## src/rtl/cpd_pkg.sv

```systemverilog
package cpd_pkg;

  typedef enum logic [2:0] {
    ST_OFF     = 3'd0,
    ST_STANDBY = 3'd1,
    ST_BYPASS  = 3'd2,
    ST_MONITOR = 3'd3,
    ST_QUALIFY = 3'd4,
    ST_LISTEN  = 3'd5
  } cpdState_e;

  // control -> datapath
  typedef struct packed {
    logic qualClr;
    logic qualRun;
  } cpdStrobe_t;

  // datapath -> control
  typedef struct packed {
    logic supplyOk;
    logic enableOk;
    logic detectOn;
    logic termOk;
    logic qualDone;
  } cpdStatus_t;

  localparam int LEVEL_COUNT = 4;

endpackage

```

## src/rtl/cpd_sync.sv

```systemverilog
module cpd_sync #(
  parameter int WIDTH  = 4,
  parameter int STAGES = 2
) (
  input  logic             clk,
  input  logic             rstN,
  input  logic [WIDTH-1:0] asyncIn,
  output logic [WIDTH-1:0] syncOut
);

  logic [WIDTH-1:0] chain [STAGES];

  generate
    for (genvar s = 0; s < STAGES; s++) begin : g_stage
      if (s == 0) begin : g_first
        always_ff @(posedge clk or negedge rstN) begin
          if (!rstN) chain[0] <= '0;
          else       chain[0] <= asyncIn;
        end
      end else begin : g_next
        always_ff @(posedge clk or negedge rstN) begin
          if (!rstN) chain[s] <= '0;
          else       chain[s] <= chain[s-1];
        end
      end
    end
  endgenerate

  assign syncOut = chain[STAGES-1];

endmodule

```

## src/rtl/cpd_datapath.sv

```systemverilog
module cpd_datapath
  import cpd_pkg::*;
#(
  parameter int QUAL_CYCLES = 64,
  parameter int SYNC_STAGES = 2
) (
  input  logic       clk,
  input  logic       rstN,
  input  logic       supplyOk,
  input  logic       enableIn,
  input  logic       detectSel,
  input  logic       termSense,
  input  cpdStrobe_t strobe,
  output cpdStatus_t status
);

  localparam int CNT_W = $clog2(QUAL_CYCLES + 1);
  localparam logic [CNT_W-1:0] LAST = CNT_W'(QUAL_CYCLES - 1);

  logic [LEVEL_COUNT-1:0] levelRaw;
  logic [LEVEL_COUNT-1:0] levelSync;
  logic [CNT_W-1:0]       qualCnt;

  assign levelRaw = {supplyOk, enableIn, detectSel, termSense};

  cpd_sync #(
    .WIDTH  (LEVEL_COUNT),
    .STAGES (SYNC_STAGES)
  ) u_sync (
    .clk     (clk),
    .rstN    (rstN),
    .asyncIn (levelRaw),
    .syncOut (levelSync)
  );

  // qualification counter: counts consecutive open-termination cycles
  always_ff @(posedge clk or negedge rstN) begin
    if (!rstN)              qualCnt <= '0;
    else if (strobe.qualClr) qualCnt <= '0;
    else if (strobe.qualRun) qualCnt <= qualCnt + 1'b1;
  end

  assign status.supplyOk = levelSync[3];
  assign status.enableOk = levelSync[2];
  assign status.detectOn = levelSync[1];
  assign status.termOk   = levelSync[0];
  assign status.qualDone = (qualCnt == LAST);

endmodule

```

## src/rtl/cpd_control.sv

```systemverilog
module cpd_control
  import cpd_pkg::*;
(
  input  logic       clk,
  input  logic       rstN,
  input  cpdStatus_t status,
  input  logic       hostOobStb,
  input  logic       devInitStb,
  output cpdStrobe_t strobe,
  output logic [2:0] stateOut,
  output logic       presentN,
  output logic       ch1Disable,
  output logic       standbyReq
);

  cpdState_e state, nextState;

  always_ff @(posedge clk or negedge rstN) begin
    if (!rstN) state <= ST_OFF;
    else       state <= nextState;
  end

  always_comb begin
    nextState = state;
    strobe    = '0;
    if (!status.supplyOk) begin
      nextState = ST_OFF;
    end else if (!status.enableOk) begin
      nextState = ST_STANDBY;
    end else begin
      unique case (state)
        ST_OFF:     nextState = status.detectOn ? ST_MONITOR : ST_BYPASS;
        ST_STANDBY: nextState = ST_OFF;
        ST_BYPASS:  if (status.detectOn) nextState = ST_MONITOR;
        ST_MONITOR: begin
          if (!status.detectOn) begin
            nextState = ST_BYPASS;
          end else if (hostOobStb && !status.termOk) begin
            nextState      = ST_QUALIFY;
            strobe.qualClr = 1'b1;
          end
        end
        ST_QUALIFY: begin
          if (!status.detectOn) begin
            nextState = ST_BYPASS;
          end else if (status.termOk) begin
            nextState = ST_MONITOR;
          end else begin
            strobe.qualRun = 1'b1;
            if (status.qualDone) nextState = ST_LISTEN;
          end
        end
        ST_LISTEN: begin
          if (!status.detectOn)  nextState = ST_BYPASS;
          else if (devInitStb)   nextState = ST_MONITOR;
        end
        default: nextState = ST_OFF;
      endcase
    end
  end

  assign stateOut   = state;
  assign presentN   = (state == ST_LISTEN);
  assign ch1Disable = (state == ST_LISTEN);
  assign standbyReq = (state == ST_OFF) || (state == ST_STANDBY);

endmodule

```

## src/rtl/cable_presence_ctrl.sv

```systemverilog
module cable_presence_ctrl
  import cpd_pkg::*;
#(
  parameter int QUAL_CYCLES = 64,
  parameter int SYNC_STAGES = 2
) (
  input  logic       clk,
  input  logic       rstN,
  input  logic       supplyOk,
  input  logic       enableIn,
  input  logic       detectSel,
  input  logic       termSense,
  input  logic       hostOobStb,
  input  logic       devInitStb,
  output logic       presentN,
  output logic       ch1Disable,
  output logic       standbyReq,
  output logic [2:0] stateOut
);

  cpdStrobe_t strobe;
  cpdStatus_t status;

  cpd_datapath #(
    .QUAL_CYCLES (QUAL_CYCLES),
    .SYNC_STAGES (SYNC_STAGES)
  ) u_datapath (
    .clk       (clk),
    .rstN      (rstN),
    .supplyOk  (supplyOk),
    .enableIn  (enableIn),
    .detectSel (detectSel),
    .termSense (termSense),
    .strobe    (strobe),
    .status    (status)
  );

  cpd_control u_control (
    .clk        (clk),
    .rstN       (rstN),
    .status     (status),
    .hostOobStb (hostOobStb),
    .devInitStb (devInitStb),
    .strobe     (strobe),
    .stateOut   (stateOut),
    .presentN   (presentN),
    .ch1Disable (ch1Disable),
    .standbyReq (standbyReq)
  );

endmodule

```

## config.mk

```make
export PLATFORM = sky130hd
export DESIGN_NAME = cable_presence_ctrl
export DESIGN_NICKNAME = d
export VERILOG_FILES = /design/src/rtl/cpd_pkg.sv /design/src/rtl/cpd_sync.sv /design/src/rtl/cpd_datapath.sv /design/src/rtl/cpd_control.sv /design/src/rtl/cable_presence_ctrl.sv
export SDC_FILE = /design/constraint.sdc
export NUM_CORES = 1
export LEC_CHECK = 0
export BUFFER_PORTS_ARGS = -buffer_cell sky130_fd_sc_hd__buf_2
export CAP_MARGIN = 20
export CORE_MARGIN = 5
export CORE_UTILIZATION = 45
export CTS_CLUSTER_DIAMETER = 60
export DETAILED_ROUTE_END_ITERATION = 10
export GPL_TIMING_DRIVEN = 0
export PLACE_DENSITY = 0.74
export SLEW_MARGIN = 30
export SYNTH_ARGS = -nofsm -noshare
export SYNTH_HDL_FRONTEND = slang
export SYNTH_SLANG_ARGS = --single-unit
export TNS_END_PERCENT = 100
```

## constraint.sdc

```tcl
create_clock -name clk -period 1.43 [get_ports clk]
set_clock_uncertainty 0.05 [all_clocks]
set_input_delay 0.143 -clock clk [delete_from_list [all_inputs] [get_ports clk]]
set_output_delay 0.143 -clock clk [all_outputs]
set_load 0.01 [all_outputs]
```

# Word-level counts from Yosys, hierarchy flattened
# Index checks and enable logic that the tools add are counted.
dict set report totals {
  latch_bits 0
  out_inout_bits 6
  mem_count 0
  wordCells 43
  ram_bits 0
  ff_bits 18
  inputBits 8
  mem_bits_ro 0
}
dict set report classes {
  reduce_logical 6
  order_cmp 0
  eq_ne 10
  n_shift 0
  multipliers 0
  bitwise 0
  addsub 1
  muxes 22
  div_mod_pow 0
}
# op count
set ops {}
lappend ops {{$mux W3} 10}
lappend ops {{$pmux W3 S5} 1}
lappend ops {{$mux W7} 2}
lappend ops {{$add A7 B1 Y7 const B} 1}
lappend ops {{$eq A7 B6 Y1 const B} 1}
lappend ops {{$mux W1} 7}
lappend ops {{$eq A3 B2 Y1 const B} 2}
lappend ops {{$eq A3 B3 Y1 const B} 2}
lappend ops {{$ne A6 B6 Y1 const B} 1}
lappend ops {{$ne A5 B4 Y1 const B} 1}
lappend ops {{$ne A5 B5 Y1 const B} 1}
lappend ops {{$mux W2} 2}
lappend ops {{$ne A4 B4 Y1 const B} 1}
lappend ops {{$reduce_and A4 Y1} 1}
lappend ops {{$eq A3 B1 Y1 const B} 1}
lappend ops {{$logic_not A3 Y1} 1}
lappend ops {{$reduce_bool A2 Y1} 1}
lappend ops {{$logic_and A1 B1 Y1} 1}
lappend ops {{$logic_not A1 Y1} 1}
lappend ops {{$logic_or A1 B1 Y1} 1}

# Logic depth before layout (Yosys ltp)
# Gate-level depths: netlist of run 1.
dict set report depth {
  word_depth 9
  mapped_depth 5
  depth_no_buf 5
}

# By module
# A second synthesis of run 1 with hierarchy kept.
dict set report unflattened {
  cells_unflattened 78
  area_unflattened_um2 873.3
}
# module n_inst cells_each area_each_um2 seq_area_each_um2
set by_module_without_submodules {}
lappend by_module_without_submodules {cpd_datapath 1 30 324.1 175.2}
lappend by_module_without_submodules {cpd_control 1 36 319.1 75.1}
lappend by_module_without_submodules {cpd_sync 1 12 230.2 200.2}

# Worst setup path after synthesis of run 1
# No wires, ideal clock.
dict set report synth_path {
  kind {register to register}
  from {register u_control.state[1], in the netlist u_control.stateOut[1]}
  to {register u_control.state[2], in the netlist u_control.stateOut[2]}
  setup_time_ps 125
  path_slack_ps -167
  stages_incl_launch_ff 5
  t_required_ps 1255
  synth_period_minus_slack_ps 1597
  t_arrival_ps 1421
  path_buffers 0
  path_cell_list {dfrtp_1 -> and3b_1 -> a31oi_1 -> o211a_2 -> mux2_4}
}
dict set report synth_between {
  elab_chain_cells 4
  elab_cells_between_ends 13
  cone_classes {8 x eq/ne; 3 x mux; 2 x reduce/logical}
}
# element line
set synth_lines {}
lappend synth_lines {{start: declaration} cpd_control.sv:16} ;# cpdState_e state, nextState;
lappend synth_lines {{start signal: assignment} cpd_control.sv:20} ;# else state <= nextState;
lappend synth_lines {{$eq A3 B3 Y1 (*)} n/a}
lappend synth_lines {{net ch1Disable} cable_presence_ctrl.sv:16} ;# output logic ch1Disable,
lappend synth_lines {{$pmux W3 S5} cpd_control.sv:31} ;# unique case (state)
lappend synth_lines {{$mux W3} cpd_control.sv:28} ;# end else if (!status.enableOk) begin
lappend synth_lines {{$mux W3} cpd_control.sv:26} ;# if (!status.supplyOk) begin
# The timed path passes the listed nets; every way through them passes the cells marked *.
# A chain may end at the register's enable or synchronous reset.

# Final worst setup path of run 1
dict set report layout_path {
  from {register u_control.state[0], in the netlist u_control.stateOut[0]}
  to {register u_control.state[2], in the netlist u_control.stateOut[2]}
}
dict set report layout_between {
  elab_chain_cells 4
  elab_cells_between_ends 13
  cone_classes {8 x eq/ne; 3 x mux; 2 x reduce/logical}
}
# element line
set layout_lines {}
lappend layout_lines {{$eq A3 B3 Y1, or another cell as far along} cpd_control.sv:31}
lappend layout_lines {{$pmux W3 S5} cpd_control.sv:31}
lappend layout_lines {{$mux W3} cpd_control.sv:28}
lappend layout_lines {{$mux W3} cpd_control.sv:26}
# Parallel ways exist; a longest one is shown, timed or not.

==> results of run 1 <==
[power breakdown]
group / switching, mW / internal, mW / total (mW)
clock network: 0.164 / 0.155 / 0.319
logic: 0.0689 / 0.0783 / 0.147
registers: 0.0396 / 0.547 / 0.586
[area by class of cell]
class	instances	area, um2	area share (%)
inverter	4	15.0	1.27
clock buffer	4	36.3	3.06
sequential	18	455	38.4
multi-input combinational	54	434	36.6
tap	25	31.3	2.64
timing repair buffer	25	191	16.1
buffer	2	22.5	1.90
[critical path, cell delays in order (launching register included)]
cell	delay, ns
dfrtp_2	0.46
buf_6	0.14
nor3b_4	0.22
o211ai_2	0.13
o211a_4	0.16
mux2_4	0.29
[logic make-up (layout without fill, tap and decap cells)]
kind of cell    count (synthesis)  after routing
simple gates                   35             35
flops                          18             18
compound gates                  9              9
xor+xnor                        6              6
buf+inv                         6             35
mux                             3              3
fa+ha+maj                       1              1
[what timing repair did]
item                                    CTS  global route
endpoints found under the hold margin    22             0
gates resized for setup                   6            10
hold buffers                              5             0
endpoints found under the setup margin   11            12
pin swaps                                 4             5
buffers inserted                          6             1
[worst max path at each step]
stage	startpoint	end	slack (ns)
6_report	u_control.stateOut[0]	u_control.stateOut[2]	-0.13
5_1_grt	u_control.stateOut[0]	u_datapath.qualCnt[5]	-0.19
4_1_cts	u_control.stateOut[2]	u_control.stateOut[2]	-0.12
3_5_place_dp	u_control.stateOut[0]	u_control.stateOut[2]	-0.21
3_3_place_gp	u_control.stateOut[0]	u_control.stateOut[2]	-0.20
2_1_floorplan	u_control.stateOut[0]	u_control.stateOut[2]	-0.14
[registers in the layout, indices dropped and copies added, names as in the netlist]
signal                     cells
u_datapath.qualCnt             7
u_datapath.u_sync.chain        4
u_datapath.u_sync.syncOut      4
u_control.stateOut             3
[metrics by stage]
step                      TNS [ns]  total power, mW  hold slack [ns]  setup WS, ns
after CTS                   -0.382             1.04            0.190        -0.119
after floorplan             -0.138            0.657           -0.203        -0.138
final                       -0.368             1.05            0.193        -0.125
after global routing         -1.41             1.12            0.209        -0.191
after global placement      -0.485            0.697           0.0374        -0.205
after detailed placement    -0.674            0.702           0.0434        -0.206
[cell usage in the layout (no fill, tap or decap), drive strengths merged, types with 3 or more instances in the layout]
cell type / Yosys / routed
nand2: 4 / 4
dfrtp: 18 / 18
xor2: 6 / 6
nand4: 5 / 5
clkbuf: 0 / 4
nand3: 4 / 4
o21ai: 3 / 3
buf: 2 / 22
nor2: 7 / 7
inv: 4 / 4
and2: 4 / 4
dlygate4sd3: 0 / 5
[layer usage]
layer	share of wire, %	GRT usage [%]
met5	0	0
met4	2.1	6.38
met3	3.7	3.32
met2	49	24.0
met1	45	19.2
==> impl_metrics.py, run 1 <==
metrics = {
    "clock_tree": {
        "cts-root-buf": "clkbuf_4",
        "cts_tree": "done",
        "clkTransAtPathRegs_ns": 0.10,
        "cts_made_buffers": 3,
        "insertion_delay_ns": 0.30,
        "max-clock-path-buffers": 2,
        "h-tree-depth": 1,
        "clock_sinks": 18,
    },
    "floorplanning": {
        "die-area_um2": 2880,
        "chipHeight_um": 53.7,
        "ios": 14,
        "coreArea_um2": 1760,
        "die_w_um": 53.7,
        "floorplan.initialDensity_pct": 48.7,
        "rows": 15,
    },
    "hold_path": {
        "hold_class": "in -> reg",
        "hold-path-cell-count": 4,
        "worst_hold_path.endpoint": "u_datapath.qualCnt[4]",
        "hp-start": "hostOobStb",
    },
    "setup_path": {
        "crit_fanout": 5,
        "r2r_cells": 5,
        "cp-end-kind": "flop",
        "crit_arrival_ns": 1.70,
        "r2r_start": "u_control.stateOut[0]",
        "r2r_end": "u_control.stateOut[2]",
        "startpoint_type": "flop",
        "cp.required_ns": 1.57,
        "rrSetupSlack_ns": -0.13,
        "worstSetupPathType": "reg -> reg",
    },
    "detailed_routing": {
        "vias": 665,
        "wl_per_cell_um": 12.8,
        "post_drt_via_cell_ratio": 5.04,
        "first_pass_iters": 3,
        "postRouteAntennaNets": 0,
        "totalWireLength_mm": 1.69,
        "drtIter0Drc": 9,
        "route.detailed.drc": 0,
    },
    "global_route": {
        "grt_pass1_vias": 721,
        "overflow": 0,
        "grt_max_degree": 19,
        "antenna_found_initial": 0,
        "grt_pass1_wl_mm": 3.06,
        "grt.total_usage_pct": 15.0,
    },
    "timing": {
        "slew_headroom_pct": 74.1,
        "slew_violations": 0,
        "period_share_pct": 109,
        "tightestPinTransition_ns": 0.389,
        "rsz0062_at_grt": "true",
        "fmax_ghz": 0.643,
        "fin_ws_ns": -0.125,
        "min_period_ns": 1.56,
        "hold_viol": 0,
        "finalSetupViolations": 9,
    },
    "outcome": {
        "failed_checks": "negative setup slack",
        "status": "complete, but fails checks",
    },
    "synth": {
        "netlist-cell-type-count": 29,
        "yosysWarnings": 0,
        "synth_xor_area_share_pct": 6.12,
        "synth-async-reset-ratio_pct": 100,
        "synth_ff_type": "dfrtp_1",
        "synth_top_area_share_pct": 52.5,
        "synth_compound_gate_area_share_pct": 7.29,
        "synth_cells": 78,
        "syn-cell-area_um2": 858,
        "synth_top_cell_by_area": "dfrtp_1",
        "synth_edf_count": 0,
        "synthMostInstantiatedCell": "dfrtp_1",
        "synthMuxAreaShare_pct": 4.08,
        "synthAdderAreaFrac_pct": 1.46,
        "synth_common_cells": "dfrtp_1 (18), nor2_1 (7), xor2_1 (6), nand4_1 (5)",
        "avgSynthCellArea_um2": 11.0,
        "ys_seq_area_share_pct": 52.5,
        "synthSimpleGateAreaFrac_pct": 24.6,
        "synthesis.nets": 87,
        "synth_top_family_by_area": "simple AND/OR/NAND/NOR gates",
        "ys_top_cells_by_area": "dfrtp_1 (52%), xor2_1 (6.1%), nand4_1 (3.6%), nor2_1 (3.1%), and2_1 (2.9%)",
        "ys_ff_latch": 18,
    },
    "final_layout": {
        "drive_gt1_share_pct": 38.3,
        "fin_nets": 117,
        "final_cell_area_um2": 1190,
        "fill_cells": 153,
        "diodes": 0,
        "syn_to_final_growth_pct": 38.2,
        "utilization_pct": 67.2,
        "instances_no_fill": 132,
    },
    "job": {
        "maxCapViolCount": 0,
    },
    "pwr": {
        "irDropWorstVdd_uv": 662,
        "p_leak_nw": 0.549,
        "p_per_area_nw_per_um2": 887,
    },
    "placement": {
        "place_inst": 116,
        "dpl.hpwl_mm": 1.05,
        "placed_area_um2": 965,
        "gp_congestion": 0.836,
        "io_buffers": 13,
    },
}
Power figures use the tool's default switching activity.
==> run 2: changes to the inputs <==
--- a/config.mk
+++ b/config.mk
@@ -5,6 +5,7 @@
 export SDC_FILE = /design/constraint.sdc
 export NUM_CORES = 1
 export LEC_CHECK = 0
+export ABC_AREA = 1
 export BUFFER_PORTS_ARGS = -buffer_cell sky130_fd_sc_hd__buf_2
 export CAP_MARGIN = 20
 export CORE_MARGIN = 5
@@ -12,7 +13,7 @@
 export CTS_CLUSTER_DIAMETER = 60
 export DETAILED_ROUTE_END_ITERATION = 10
 export GPL_TIMING_DRIVEN = 0
-export PLACE_DENSITY = 0.74
+export PLACE_DENSITY = 0.73
 export SLEW_MARGIN = 30
 export SYNTH_ARGS = -nofsm -noshare
 export SYNTH_HDL_FRONTEND = slang
==> run 2 against run 1 <==
  * The run now ends clean
  * First-iteration DRC count grew to 4.2 times the previous value
  * Global-route usage shrank 0.45 points
  * Utilization shrank 8.5 points
  * Total power shrank 5.3%
  * Count of clock-buffer cells in the layout shrank 1
  * Non-clock buffer count shrank 1
  * Final cell count grew 48%
  * Wire length grew 30%
  * Combinational power grew 17%
  * Register-to-register slack gained 0.16 ns
  * Sequential power shrank 3%
  * Hold slack lost 0.052 ns
  * Largest cell class is now multi-input combinational cells
==> impl_metrics.py, run 2 <==
metrics = {
    "synth": {
        "avgSynthCellArea_um2": 7.21,
        "synth_edf_count": 0,
        "ys_ff_latch": 18,
        "synthesis.nets": 150,
        "synth_common_cells": "nand2_1 (38), nor2_1 (21), dfrtp_1 (18), inv_1 (17), nand3_1 (15)",
        "yosysWarnings": 0,
        "synth-async-reset-ratio_pct": 100,
        "ys_top_cells_by_area": "dfrtp_1 (44%), nand2_1 (14%), nor2_1 (7.7%), nand3_1 (7.4%), inv_1 (6.3%)",
        "ys_seq_area_share_pct": 44.3,
        "synth_ff_type": "dfrtp_1",
        "synthMostInstantiatedCell": "nand2_1",
        "netlist-cell-type-count": 18,
        "syn-cell-area_um2": 1020,
        "synth_top_area_share_pct": 44.3,
        "synth_cells": 141,
        "synth_top_cell_by_area": "dfrtp_1",
    },
    "setup_path": {
        "crit_path_top_delay_cell": "dfrtp_2",
        "cp.required_ns": 1.57,
        "max_stage_delay_ns": 0.47,
        "worstSetupPathType": "reg -> reg",
        "worstPathCellList": "inv_2, nand2_2, nor2_4, nand2_4, nor2_1, xor2_1, nor2_1",
        "crit_fanout": 9,
        "crit_arrival_ns": 1.54,
        "cp_common_cell": "nor2_1",
        "startpoint_type": "flop",
        "cp-end-kind": "flop",
    },
    "timing": {
        "tightestPinTransition_ns": 0.405,
        "slew_violations": 0,
        "slew_headroom_pct": 73.0,
        "finalSetupViolations": 0,
        "hold_viol": 0,
        "holdWs_ns": 0.142,
        "fmax_ghz": 0.714,
        "period_share_pct": 97.9,
        "min_period_ns": 1.40,
        "fin_ws_ns": 0.0301,
        "setup_tns_ns": 0,
        "rsz0062_at_grt": "true",
    },
    "detailed_routing": {
        "post_drt_via_cell_ratio": 5.09,
        "totalWireLength_mm": 2.19,
        "postRouteAntennaNets": 0,
        "route.detailed.drc": 0,
        "drtIter0Drc": 38,
        "vias": 997,
        "wl_per_cell_um": 11.2,
        "first_pass_iters": 4,
    },
    "final_layout": {
        "top_register": "u_datapath.qualCnt",
        "syn_to_final_growth_pct": 26.6,
        "final_cell_mix": "nand2_1 (37), nor2_1 (18), dfrtp_1 (15), inv_1 (14), nand3_1 (14)",
        "fill_cells": 203,
        "fin_nets": 179,
        "diodes": 0,
        "drive_gt1_share_pct": 28.6,
        "utilization_pct": 58.8,
        "largest_register_ffs": 7,
        "layout_commonest_cell": "nand2_1",
    },
    "pwr": {
        "power_mw": 0.997,
        "p_leak_nw": 0.694,
        "p_per_area_nw_per_um2": 774,
        "irDropWorstVdd_uv": 588,
    },
    "clock_tree": {
        "cts_made_buffers": 3,
        "h-tree-depth": 1,
        "max-clock-path-buffers": 2,
        "clkTransAtPathRegs_ns": 0.10,
        "cts_tree": "done",
        "cts-root-buf": "clkbuf_4",
        "insertion_delay_ns": 0.30,
        "clock_sinks": 18,
    },
    "floorplanning": {
        "die-area_um2": 3310,
        "coreArea_um2": 2190,
        "ios": 14,
        "chipHeight_um": 57.5,
        "rows": 17,
        "floorplan.initialDensity_pct": 46.4,
        "die_w_um": 57.5,
    },
    "global_route": {
        "overflow": 0,
        "grt_pass1_wl_mm": 3.76,
        "grt_pass1_vias": 920,
        "grt.total_usage_pct": 14.5,
        "antenna_found_initial": 0,
        "grt_max_degree": 19,
    },
    "placement": {
        "gp_congestion": 0.867,
        "io_buffers": 13,
        "dpl.hpwl_mm": 1.51,
        "place_ws_ns": -0.00746,
    },
    "hold_path": {
        "hold_class": "in -> reg",
    },
    "job": {
        "maxCapViolCount": 0,
    },
    "outcome": {
        "status": "completed",
    },
}
-- run 2: cell count changes after synthesis, moves of 2 or more --
cell	before	now
a21oi_1	2	5
nand3_1	4	15
inv_2	0	2
mux2i_1	2	0
nor3_1	1	3
and2_1	4	0
xor2_1	6	3
nand2_2	0	2
nor2_2	0	5
nand2b_1	2	0
nand2_1	4	38
nor2_1	7	21
nand4_1	5	2
inv_1	4	17
-- run 2: logic make-up after synthesis --
family | Yosys count | share of synthesized area [%]
compound gates | 9 | 4.43
buf+inv | 22 | 9.10
simple gates | 88 | 38.4
flops | 18 | 44.3
xor+xnor | 3 | 2.58
fa+ha+maj | 1 | 1.23
-- run 2: layout make-up --
cell class | count | area [um2] | area share, %
Multi-Input combinational cell | 101 | 517 | 40.1
Inverter | 20 | 77.6 | 6.03
Buffer | 2 | 18.8 | 1.46
Timing Repair Buffer | 24 | 163 | 12.6
Tap cell | 28 | 35.0 | 2.72
Sequential cell | 18 | 454 | 35.3
Clock buffer | 3 | 22.5 | 1.75
-- run 2: worst max-delay path: cells and delay by family (launching register included) --
kind / cells / cell delay (ns)
XOR/XNOR: 1 / 0.17
buffers and inverters: 1 / 0.09
flip-flops: 1 / 0.47
AND/OR/NAND/NOR: 5 / 0.51
-- run 2: per-stage QoR --
step | instances | cell area [um2]
finish | 196 | 1290
detailed placement | 182 | 1120
CTS | 191 | 1210
floorplan | 141 | 1020
global route | 196 | 1290
global placement | 182 | 1120
-- run 2: power breakdown --
part	leakage, nW	total (mW)	switching (mW)	internal (mW)
clock	0.0138	0.254	0.156	0.0982
combinational	0.473	0.172	0.0965	0.0752
sequential	0.208	0.571	0.0335	0.537
total	0.694	0.997	0.286	0.711
-- run 2: repair_timing --
action                                  4_1_cts  5_1_grt
endpoints found under the setup margin        4       12
hold endpoints to repair                     22        0
pin swaps                                     1        3
gates resized for setup                       4       16
setup buffers                                 1        5
hold buffers                                  5        0
-- run 2: worst paths after layout --
path	end	cells past startpoint	from	slack, ns
max	u_datapath.qualCnt[3]	7	u_control.stateOut[1]	0.03
max reg2reg	u_datapath.qualCnt[3]	7	u_control.stateOut[1]	0.03
min reg2reg	u_datapath.u_sync.syncOut[2]	0	u_datapath.u_sync.chain[6]	0.31
min	u_control.stateOut[2]	4	devInitStb	0.14
min in group asynchronous	u_datapath.qualCnt[1]	2	rstN	0.25
max in group asynchronous	u_datapath.u_sync.syncOut[1]	2	rstN	0.78
-- run 2: routing by layer --
metal,share of wire (%),global-route usage [%],up-vias
li1,-,-,493
met1,42,17.6,467
met2,51,24.7,32
met3,5.4,2.94,5
met4,2.0,6.29,0
met5,0,0,-
==> run 3: changes to the inputs <==
--- a/config.mk
+++ b/config.mk
@@ -6,6 +6,7 @@
 export NUM_CORES = 1
 export LEC_CHECK = 0
 export ABC_AREA = 1
+export ABC_CLOCK_PERIOD_IN_PS = 1430
 export BUFFER_PORTS_ARGS = -buffer_cell sky130_fd_sc_hd__buf_2
 export CAP_MARGIN = 20
 export CORE_MARGIN = 5
==> constraint.sdc (replaced) <==
create_clock -name clk -period 1.43 [get_ports clk]
set_clock_uncertainty 0.05 [all_clocks]
set_input_delay 0.0715 -clock clk [delete_from_list [all_inputs] [get_ports clk]]
set_output_delay 0.0715 -clock clk [all_outputs]
set_load 0.01 [all_outputs]
==> run 3 against run 2 <==
  * Sequential share of layout area increased by 0.35 points
  * Die area stayed put
  * Wire length up 3.2%
  * Sequential power hardly changed
  * Combinational power is essentially flat
  * Worst setup slack improved by 0.018 ns
  * Utilization shrank 0.57 points
  * Critical path depth fell by 3
  * Total power is 0.17% lower
  * Via count fell by 0.10%
  * Fmax grew 1.3%
  * Largest cell class unchanged
  * Largest power group unchanged
==> impl_metrics.py, run 3 (synthesis gave the netlist of run 2 again) <==
metrics = {
    "final_layout": {
        "final_cell_mix": "nand2_1 (38), nor2_1 (18), dfrtp_1 (15), inv_1 (14), nand3_1 (14)",
        "final_cell_area_um2": 1270,
        "multiInputGateArea_um2": 514,
        "diodes": 0,
        "fin_nets": 178,
        "instances_no_fill": 195,
        "fill_cells": 205,
        "syn_to_final_growth_pct": 25.3,
        "seq_area_um2": 454,
        "layout_commonest_cell": "nand2_1",
        "largest_register_ffs": 7,
        "drive_gt1_share_pct": 27.5,
        "top_register": "u_datapath.qualCnt",
    },
    "setup_path": {
        "r2r_start": "u_control.stateOut[0]",
        "worstPathCellList": "buf_4, nor2_4, buf_4, buf_2",
        "worstSetupPathType": "reg -> out",
        "cp-startpoint": "u_control.stateOut[1]",
        "cp.required_ns": 1.31,
        "crit_fanout": 8,
        "rrSetupSlack_ns": 0.05,
        "startpoint_type": "flop",
        "cp-end-kind": "primary output",
        "crit_path_top_delay_cell": "dfrtp_2",
        "max_stage_delay_ns": 0.46,
        "critPathTopFamily": "flip-flops",
        "cp_common_cell": "buf_4",
        "cp_num_buf_inv": 3,
        "crit_arrival_ns": 1.26,
    },
    "timing": {
        "min_period_ns": 1.38,
        "hold_viol": 0,
        "fin_ws_ns": 0.0481,
        "fmax_ghz": 0.724,
        "setup_tns_ns": 0,
        "finalSetupViolations": 0,
        "slew_headroom_pct": 72.1,
        "slew_violations": 0,
        "rsz0062_at_grt": "true",
        "period_share_pct": 96.6,
        "tightestPinTransition_ns": 0.419,
    },
    "global_route": {
        "grt_max_degree": 19,
        "grt.total_usage_pct": 14.3,
        "grt_pass1_wl_mm": 3.72,
        "overflow": 0,
        "grt_pass1_vias": 907,
        "antenna_found_initial": 0,
    },
    "hold_path": {
        "hold_class": "in -> reg",
        "hp-start": "devInitStb",
    },
    "placement": {
        "io_buffers": 13,
        "place_ws_ns": -0.00746,
        "place_inst": 182,
        "placed_area_um2": 1120,
        "gp_congestion": 0.867,
        "dpl.hpwl_mm": 1.51,
    },
    "clock_tree": {
        "cts_tree": "done",
        "max-clock-path-buffers": 2,
        "cts_made_buffers": 3,
        "clock_sinks": 18,
        "h-tree-depth": 1,
        "clkTransAtPathRegs_ns": 0.10,
        "cts-root-buf": "clkbuf_4",
        "insertion_delay_ns": 0.29,
    },
    "pwr": {
        "p_sw_mw": 0.285,
        "irDropWorstVdd_uv": 586,
        "p_leak_nw": 0.686,
        "p_int_mw": 0.711,
        "seqPwrFrac_pct": 57.3,
        "p_per_area_nw_per_um2": 781,
        "pwr-share-comb_pct": 17.4,
        "pwr-share-clk_pct": 25.3,
        "switching_share_pct": 28.6,
    },
    "floorplanning": {
        "die_w_um": 57.5,
        "coreArea_um2": 2190,
        "chipHeight_um": 57.5,
        "rows": 17,
        "ios": 14,
        "die-area_um2": 3310,
        "floorplan.initialDensity_pct": 46.4,
    },
    "detailed_routing": {
        "vias": 996,
        "postRouteAntennaNets": 0,
        "post_drt_via_cell_ratio": 5.11,
        "wl_per_cell_um": 11.6,
        "drtIter0Drc": 24,
        "route.detailed.drc": 0,
        "totalWireLength_mm": 2.26,
        "first_pass_iters": 4,
    },
    "job": {
        "maxCapViolCount": 0,
    },
    "outcome": {
        "status": "completed",
    },
}
## run 3: final timing paths
kind                                                 to  cells past startpoint
min in group asynchronous    u_datapath.u_sync.chain[6]                      2
min reg2reg                u_datapath.u_sync.syncOut[2]                      0
max reg2reg                       u_datapath.qualCnt[4]                      7
min                               u_control.stateOut[2]                      4
max in group asynchronous  u_datapath.u_sync.syncOut[1]                      2
max                                            presentN                      4
## run 3: power groups by stage
stage	clock network [mW]	registers (mW)	logic [mW]
2_1_floorplan	0	0.572	0.0881
6_report	0.252	0.570	0.173
4_1_cts	0.258	0.568	0.147
3_5_place_dp	0	0.576	0.136
5_1_grt	0.287	0.575	0.199
3_3_place_gp	0	0.574	0.130
## run 3: worst reg2reg max path: cells and delay by family, from the launching register on
| family | cells | cell delay (ns) |
|---|---|---|
| XOR/XNOR | 1 | 0.18 |
| buffers and inverters | 1 | 0.09 |
| flip-flops | 1 | 0.47 |
| AND/OR/NAND/NOR | 5 | 0.48 |
## run 3: layout make-up
type,instances,share of cell area (%)
flip-flops and latches,18,35.6
plain buffers,2,1.47
repair buffers,23,12.0
inverters,20,6.08
well taps,28,2.75
clock buffers,3,1.77
multi-input cells,101,40.3
## run 3: timing repair
item,CTS,global route
hold buffers,5,0
gates resized for setup,3,15
pin swaps,0,2
setup endpoints to repair,3,11
endpoints found under the hold margin,22,0
setup buffers,0,5
## run 3: per-layer routing
layer | vias up | part of all wire [%] | global-route usage (%) | wire (um)
li1 | 493 | - | - | -
met1 | 466 | 43 | 17.6 | 966
met2 | 32 | 50 | 24.0 | 1140
met3 | 5 | 5.0 | 2.94 | 114
met4 | 0 | 1.9 | 6.29 | 44
met5 | - | 0 | 0 | 0
## run 3: per-stage QoR
step / total power [mW] / hold slack (ns) / util [%]
3_5_place_dp: 0.712 / -0.0256 / 51.0
3_3_place_gp: 0.704 / -0.0317 / 51.0
4_1_cts: 0.972 / 0.0717 / 54.7
2_1_floorplan: 0.660 / -0.274 / -
6_report: 0.995 / 0.0717 / 58.2
5_1_grt: 1.06 / 0.0892 / 58.2
